[config.mk]
export PLATFORM = sky130hd
export DESIGN_NAME = ebc_bus
export DESIGN_NICKNAME = d
export VERILOG_FILES = /design/src/rtl/ebc_pkg.sv /design/src/rtl/ebc_seq.sv /design/src/rtl/ebc_pins.sv /design/src/rtl/ebc_bus.sv
export SDC_FILE = /design/constraint.sdc
export NUM_CORES = 1
export LEC_CHECK = 0
export BUFFER_PORTS_ARGS = -buffer_cell sky130_fd_sc_hd__buf_2
export CAP_MARGIN = 30
export CORE_MARGIN = 3
export CORE_UTILIZATION = 49
export DETAILED_ROUTE_END_ITERATION = 8
export PLACE_DENSITY = 0.89
export SLEW_MARGIN = 20
export SYNTH_ARGS = -nofsm -noshare
export SYNTH_HDL_FRONTEND = slang
export SYNTH_HIERARCHICAL = 1
export SYNTH_SLANG_ARGS = --single-unit
[constraint.sdc]
create_clock -name clk -period 2.1 [get_ports clk]
set_input_delay 0.42 -clock clk [delete_from_list [all_inputs] [get_ports clk]]
set_output_delay 0.42 -clock clk [all_outputs]
set_load 0.01 [all_outputs]
[src/rtl/ebc_pkg.sv]
package ebc_pkg;
  typedef enum logic [2:0] {S_IDLE, S_ALE, S_GAP, S_STB, S_END} ebc_st_e;

  // a code fetch is always a read
  function automatic logic eff_write(input logic code, input logic wr);
    return wr & ~code;
  endfunction

  // last planned strobe cycle: where READY is looked at
  function automatic logic at_last(input int unsigned cnt, input int unsigned width);
    return cnt == width - 1;
  endfunction
endpackage

[src/rtl/ebc_seq.sv]
module ebc_seq import ebc_pkg::*; #(
  parameter int ADW   = 8,
  parameter int ALE_W = 3,
  parameter int STB_W = 4,
  localparam int AW   = 2 * ADW,
  localparam int MAXW = (ALE_W > STB_W) ? ALE_W : STB_W,
  localparam int CW   = $clog2(MAXW + 1)
) (
  input  logic           clk,
  input  logic           rst_n,
  input  logic           req,
  input  logic [AW-1:0]  req_addr,
  input  logic           req_code,
  input  logic           req_wr,
  input  logic [ADW-1:0] req_wdata,
  input  logic           ready,
  input  logic [ADW-1:0] ad_i,
  output ebc_st_e        st,
  output logic [AW-1:0]  addr_q,
  output logic           code_q,
  output logic           wr_q,
  output logic [ADW-1:0] wdata_q,
  output logic [ADW-1:0] rdata,
  output logic           ready_sample,
  output logic           strobe_end
);
  logic [CW-1:0] cnt;

  assign ready_sample = (st == S_STB) && at_last(cnt, STB_W);
  assign strobe_end   = ready_sample && ready;

  always_ff @(posedge clk or negedge rst_n) begin
    if (!rst_n) begin
      st      <= S_IDLE;
      cnt     <= '0;
      addr_q  <= '0;
      code_q  <= 1'b0;
      wr_q    <= 1'b0;
      wdata_q <= '0;
      rdata   <= '0;
    end else begin
      unique case (st)
        S_IDLE: if (req) begin
          addr_q  <= req_addr;
          code_q  <= req_code;
          wr_q    <= eff_write(req_code, req_wr);
          wdata_q <= req_wdata;
          cnt     <= '0;
          st      <= S_ALE;
        end
        S_ALE: begin
          if (at_last(cnt, ALE_W)) begin
            cnt <= '0;
            st  <= S_GAP;
          end else begin
            cnt <= cnt + 1'b1;
          end
        end
        S_GAP: begin
          cnt <= '0;
          st  <= S_STB;
        end
        S_STB: begin
          if (strobe_end) begin
            st <= S_END;
            if (!wr_q) rdata <= ad_i;
          end else if (!ready_sample) begin
            cnt <= cnt + 1'b1;
          end
        end
        S_END: st <= S_IDLE;
        default: st <= S_IDLE;
      endcase
    end
  end
endmodule

[src/rtl/ebc_pins.sv]
module ebc_pins import ebc_pkg::*; #(
  parameter int ADW = 8,
  localparam int AW = 2 * ADW
) (
  input  logic           rst_n,
  input  logic           float_sel,
  input  ebc_st_e        st,
  input  logic [AW-1:0]  addr_q,
  input  logic           code_q,
  input  logic           wr_q,
  input  logic [ADW-1:0] wdata_q,
  output logic [ADW-1:0] ad_o,
  output logic           ad_oe,
  output logic [ADW-1:0] hi_addr,
  output logic           ale,
  output logic           psen_n,
  output logic           rd_n,
  output logic           wr_n,
  output logic           ctl_oe,
  output logic           done
);
  logic in_ale, in_stb, in_end;

  assign in_ale = (st == S_ALE);
  assign in_stb = (st == S_STB);
  assign in_end = (st == S_END);

  always_comb begin
    ctl_oe  = rst_n | float_sel;
    hi_addr = addr_q[AW-1:ADW];
    done    = in_end;
    ad_o    = in_ale ? addr_q[ADW-1:0] : wdata_q;
    ad_oe   = in_ale | (wr_q & (in_stb | in_end));
    if (!rst_n) begin
      ale    = 1'b1;
      psen_n = 1'b1;
      rd_n   = 1'b1;
      wr_n   = 1'b1;
    end else begin
      ale    = in_ale;
      psen_n = ~(in_stb & code_q);
      rd_n   = ~(in_stb & ~code_q & ~wr_q);
      wr_n   = ~(in_stb & wr_q);
    end
  end
endmodule

[src/rtl/ebc_bus.sv]
module ebc_bus import ebc_pkg::*; #(
  parameter int ADW   = 8,
  parameter int ALE_W = 3,
  parameter int STB_W = 4,
  localparam int AW   = 2 * ADW
) (
  input  logic           clk,
  input  logic           rst_n,
  input  logic           float_sel,
  input  logic           req,
  input  logic [AW-1:0]  req_addr,
  input  logic           req_code,
  input  logic           req_wr,
  input  logic [ADW-1:0] req_wdata,
  input  logic           ready,
  input  logic [ADW-1:0] ad_i,
  output logic [ADW-1:0] ad_o,
  output logic           ad_oe,
  output logic [ADW-1:0] hi_addr,
  output logic           ale,
  output logic           psen_n,
  output logic           rd_n,
  output logic           wr_n,
  output logic           ctl_oe,
  output logic           done,
  output logic [ADW-1:0] rdata
);
  ebc_st_e        st;
  logic [AW-1:0]  addr_q;
  logic           code_q, wr_q;
  logic [ADW-1:0] wdata_q;
  logic           ready_sample, strobe_end;

  ebc_seq #(.ADW(ADW), .ALE_W(ALE_W), .STB_W(STB_W)) u_seq (
    .clk(clk), .rst_n(rst_n), .req(req), .req_addr(req_addr),
    .req_code(req_code), .req_wr(req_wr), .req_wdata(req_wdata),
    .ready(ready), .ad_i(ad_i), .st(st), .addr_q(addr_q),
    .code_q(code_q), .wr_q(wr_q), .wdata_q(wdata_q), .rdata(rdata),
    .ready_sample(ready_sample), .strobe_end(strobe_end)
  );

  ebc_pins #(.ADW(ADW)) u_pins (
    .rst_n(rst_n), .float_sel(float_sel), .st(st), .addr_q(addr_q),
    .code_q(code_q), .wr_q(wr_q), .wdata_q(wdata_q), .ad_o(ad_o),
    .ad_oe(ad_oe), .hi_addr(hi_addr), .ale(ale), .psen_n(psen_n),
    .rd_n(rd_n), .wr_n(wr_n), .ctl_oe(ctl_oe), .done(done)
  );
endmodule

==> results_dict.tcl, run 1 <==
set metrics [dict create \
    routed_wl_um 3860 \
    start_kind "flop" \
    cp.arrival_ns 1.60 \
    gr-total-overflow 0 \
    drc 0 \
    drive_gt1_frac 0.626 \
    wl_per_cell_um 15.2 \
    syn_area_um2 1920 \
    cts_num_sinks 40 \
    root_buffer "clkbuf_8" \
    vdd_ir_drop_max_v 0.000809 \
    tightestPinTransition_ns 0.558 \
    clkLatencyLatePin_ns 0.28 \
    status "completed" \
    relSlewSlack 0.626 \
    power_leakage_nw 1.17 \
    dr.max_layer_used "met4" \
    wl_met1_um 1610 \
    postSynthAreaPerCell_um2 14.3 \
    nets 248 \
    timing.fmax_ghz 0.496 \
    grt_setup_unrepaired "false" \
    required_ns 1.68 \
    final_util 0.640 \
    drv_cap 0 \
    power_frac_comb 0.442 \
    dpl_cell_area_um2 2290 \
    p_int_w 0.00217 \
    port_buffers 69 \
    antenna_found_initial 0 \
    tns_ns 0 \
    die-width_um 68.6 \
    grt.total_usage 0.179 \
    final_cell_area_um2 2380 \
    antenna_cells 0 \
    final_cells 254 \
    drt_first_pass_iters 4 \
    synth_warnings 6 \
    multi_input_area_um2 802 \
    min_period_over_period 0.960 \
    drt_iter0_drc 26 \
    hold_viol 0 \
    clkPwrFrac 0.144 \
    dp_cells 246 \
    die_area_um2 4710 \
    hold_class "in2async" \
    crit_type "reg2out" \
    route.met2.wl_um 2020 \
    rrSetupSlack_ns 0.27 \
    finClkSkew_ns 0.00549 \
    min_period_ns 2.02 \
    ff_latch_area_um2 1000 \
    netSwitchingPower_w 0.00108 \
    cts_tree "built" \
    first_global_vias 1249 \
    drt.antenna.violating_nets 0 \
    ios 70 \
    pwr_density_cell_nw_per_um2 1370 \
    cts_inserted_buffers 5 \
    gp_congestion 0.756 \
    path_clk_slew_ns 0.07 \
    grt_pass1_wl_um 6100 \
    cts_buffer_depth 2 \
    syn-num-nets 176 \
    p_seq_frac 0.414 \
    cp-end-kind "primary output" \
    dp_hpwl_um 2870 \
    worstPathMaxFanout 9 \
    slew_violations 0 \
    start_util 0.517 \
    synth_cells 134 \
    synthToLayoutAreaGrowth_pct 23.9 \
    switching_share 0.332 \
    via_per_inst 5.11 \
    core-area_um2 3720 \
    vias 1299 \
    grt_start_max_net_pins 34 \
    cts_setup_buffers 0 \
    die_h_um 68.6 \
    fillers 316 \
    cts-htree-levels 2 \
    finalSetupViolCount 0 \
    rows 22 \
    wl_met3_um 163 \
]
-- layout by cell type (no fill, tap or decap), types with 3 or more instances in the layout --
cell / instances
buf_2: 69
buf_4: 6
clkbuf_8: 5
dfrtp_1: 40
ha_1: 3
inv_1: 5
mux2_2: 33
mux2_4: 8
nand2_1: 3
nand3b_1: 3
o31ai_1: 4
-- stage by stage --
| step | hold WS (ns) | setup WS (ns) | total power (W) |
|---|---|---|---|
| 2_1_floorplan | 0.124 | 0.372 | 0.00238 |
| 3_5_place_dp | 0.300 | 0.266 | 0.00281 |
| 4_1_cts | 0.293 | 0.0612 | 0.00329 |
| 5_1_grt | 0.305 | 0.0144 | 0.00351 |
| 3_3_place_gp | 0.298 | 0.337 | 0.00275 |
| 6_report | 0.275 | 0.0844 | 0.00325 |
-- layout make-up --
type	count	share of cell area
clock buffers	6	0.0305
clock inverters	1	0.00210
inverters	5	0.00789
multi-input cells	77	0.337
flip-flops and latches	40	0.421
well taps	48	0.0252
repair buffers	77	0.177
-- state kept, by name (all words and copies together), names as in the netlist --
name and flops:
u_seq/addr_q 16, u_seq/cnt 3, u_seq/code_q 1, u_seq/rdata 8, u_seq/st 3, u_seq/wdata_q 8
u_seq/wr_q 1
-- power groups by stage --
stage	clock network [W]	logic, W	registers (W)
2_1_floorplan	0	0.00101	0.00136
3_3_place_gp	0	0.00141	0.00134
3_5_place_dp	0	0.00145	0.00136
4_1_cts	0.000485	0.00146	0.00135
5_1_grt	0.000521	0.00159	0.00140
6_report	0.000468	0.00144	0.00135
-- worst max-delay path, cell delays in order (launching register included) --
cell	delay [ns]
dfrtp_1	0.41
nor3b_4	0.20
buf_4	0.21
mux2_2	0.35
buf_2	0.14
-- metal layers --
metal | vias to the layer above | GRT usage
li1 | 617 | -
met1 | 639 | 0.235
met2 | 37 | 0.288
met3 | 6 | 0.0357
met4 | 0 | 0.0744
met5 | - | 0
-- final timing paths --
kind	to	start	depth (start not counted)
max	ad_o[5]	u_seq/st[1]	4
min	u_seq/st[2]	rst_n	2
max reg2reg	u_seq/rdata[4]	u_seq/cnt[1]	5
min reg2reg	u_seq/wdata_q[3]	u_seq/wdata_q[3]	1
max in group asynchronous	u_seq/rdata[5]	rst_n	2
min in group clk	u_seq/wdata_q[2]	req_wdata[2]	2
-- timing repair --
action,4_1_cts,5_1_grt
gates resized for setup,0,0
endpoints found under the hold margin,7,0
hold buffers,1,0
No activity file was read; power rests on OpenSTA's default activity.
==> inputs of run 2 (changes only) <==
Settings changed: ABC_AREA from default to 1, CORE_UTILIZATION 49 to 50.
==> results_dict.tcl, run 2 <==
set metrics [dict create \
    gp_congestion 0.784 \
    multi_input_area_um2 870 \
    cts_inserted_buffers 5 \
    ff_latch_area_um2 1000 \
    drt.antenna.violating_nets 0 \
    syn_area_um2 2100 \
    hold_viol 0 \
    drive_gt1_frac 0.305 \
    drv_cap 0 \
    vias 1835 \
    drt_first_pass_iters 4 \
    wl_per_cell_um 12.1 \
    port_buffers 69 \
    path_clk_slew_ns 0.07 \
    synthToLayoutAreaGrowth_pct 20.5 \
    final_common_cell "nand2_1" \
    worstReg2RegStart "u_seq/st[0]" \
    syn-num-nets 303 \
    vdd_ir_drop_max_v 0.000807 \
    die-width_um 70.8 \
    reg_top3 "u_seq/addr_q: 16 flops, u_seq/rdata: 8 flops, u_seq/wdata_q: 8 flops" \
    final_cell_mix "nand2_1 (128), buf_2 (69), dfrtp_1 (39), inv_1 (24), nor2_1 (9)" \
    clkLatencyLatePin_ns 0.29 \
    final_util 0.656 \
    crit_start "u_seq/st[0]" \
    fillers 355 \
    drc 0 \
    core-area_um2 3850 \
    crit_type "reg2out" \
    start_kind "flop" \
    tns_ns 0 \
    pwr_density_cell_nw_per_um2 1430 \
    place_ws_ns 0.391 \
    die_area_um2 5010 \
    via_per_inst 4.92 \
    finalSetupViolCount 0 \
    critPathTopFamily "flip-flops" \
    slew_violations 0 \
    grt_start_max_net_pins 28 \
    nets 367 \
    grt.total_usage 0.191 \
    antenna_found_initial 0 \
    power_leakage_nw 1.48 \
    path_buf_inv 1 \
    grt_setup_unrepaired "false" \
    min_period_over_period 0.927 \
    start_util 0.544 \
    root_buffer "clkbuf_8" \
    largest_register_ffs 16 \
    drt_iter0_drc 90 \
    whs_ns 0.00906 \
    grt_pass1_wl_um 7610 \
    synth_cells 261 \
    cp.arrival_ns 1.53 \
    synth_warnings 6 \
    antenna_cells 0 \
    final_cells 373 \
    dp_cells 366 \
    hold_class "in2async" \
    cts_tree "built" \
    cts-htree-levels 2 \
    critical_path.cell_chain "nand3b_4 -> nand2_1 -> o21ai_2 -> buf_2" \
    rows 22 \
    setup_ws_ns 0.153 \
    top_register "u_seq/addr_q" \
    cp_slowest_cell "dfrtp_1" \
    dp_hpwl_um 3380 \
    die_h_um 70.8 \
    finClkSkew_ns 0.00884 \
    cts-hold-fix-buffers 0 \
    cts_num_sinks 40 \
    postSynthAreaPerCell_um2 8.04 \
    slowest_delay_ns 0.57 \
    ios 70 \
    cp-end-kind "primary output" \
    min_period_ns 1.95 \
    first_global_vias 1748 \
    relSlewSlack 0.732 \
    status "completed" \
    required_ns 1.68 \
    tightestPinTransition_ns 0.401 \
    gr-total-overflow 0 \
    worstPathMaxFanout 18 \
    routed_wl_um 4510 \
    timing.fmax_ghz 0.514 \
    cts_buffer_depth 2 \
]
==> run 2: changes by cell type in the layout (fill, tap and decap cells not counted), sizes merged, moves of 4 or more <==
cell | before | now
nand2 | 3 | 130
o31ai | 4 | 0
nor2 | 2 | 12
inv | 5 | 26
o21ai | 2 | 15
mux2 | 41 | 0
buf | 76 | 71
nand3 | 1 | 5
nand4 | 0 | 9
==> run 2: worst reg2reg max path: stages (launching register included) <==
cell     delay [ns]
dfrtp_1        0.52
nor2_4         0.23
nand2_4        0.08
nor2_8         0.33
inv_6          0.16
nand2_1        0.09
o21ai_1        0.06
==> run 2: path summary, 6_finish.rpt <==
check	endpoint	slack, ns	cells after the start
setup / recovery	ad_o[0]	0.15	4
hold / removal	u_seq/cnt[1]	0.009	1
setup reg to reg	u_seq/code_q	0.51	6
hold reg to reg	u_seq/addr_q[6]	0.47	2
max in group asynchronous	u_seq/addr_q[4]	1.54	2
min in group clk	u_seq/addr_q[15]	0.33	3
==> run 2: power by group <==
part           internal (W)  switching [W]
logic              0.000591       0.000975
clock network      0.000467       0.000246
registers           0.00110       0.000230
==> run 2: final cells by class <==
class                           instances  share of cell area
Clock inverter                          2              0.0238
Tap cell                               48              0.0238
Timing Repair Buffer                   71               0.143
Inverter                               27              0.0421
Clock buffer                            5              0.0272
Multi-Input combinational cell        180               0.344
Sequential cell                        40               0.397
==> run 2: routing by layer <==
layer | wire length (um) | vias up | global-route usage
met5 | 0 | - | 0
met4 | 111 | 0 | 0.100
met3 | 171 | 10 | 0.0355
met2 | 2350 | 45 | 0.323
met1 | 1870 | 861 | 0.230
li1 | - | 919 | -
==> run 2: repair_timing <==
action	in CTS	in global routing
gates resized for setup	0	1
setup endpoints to repair	0	8
buffers inserted	0	0
endpoints found under the hold margin	0	0
==> run 2: per-stage QoR <==
stage	power, W	instance area [um^2]
2_1_floorplan	0.00252	2100
5_1_grt	0.00392	2530
3_5_place_dp	0.00291	2400
4_1_cts	0.00364	2530
6_report	0.00361	2530
3_3_place_gp	0.00283	2400
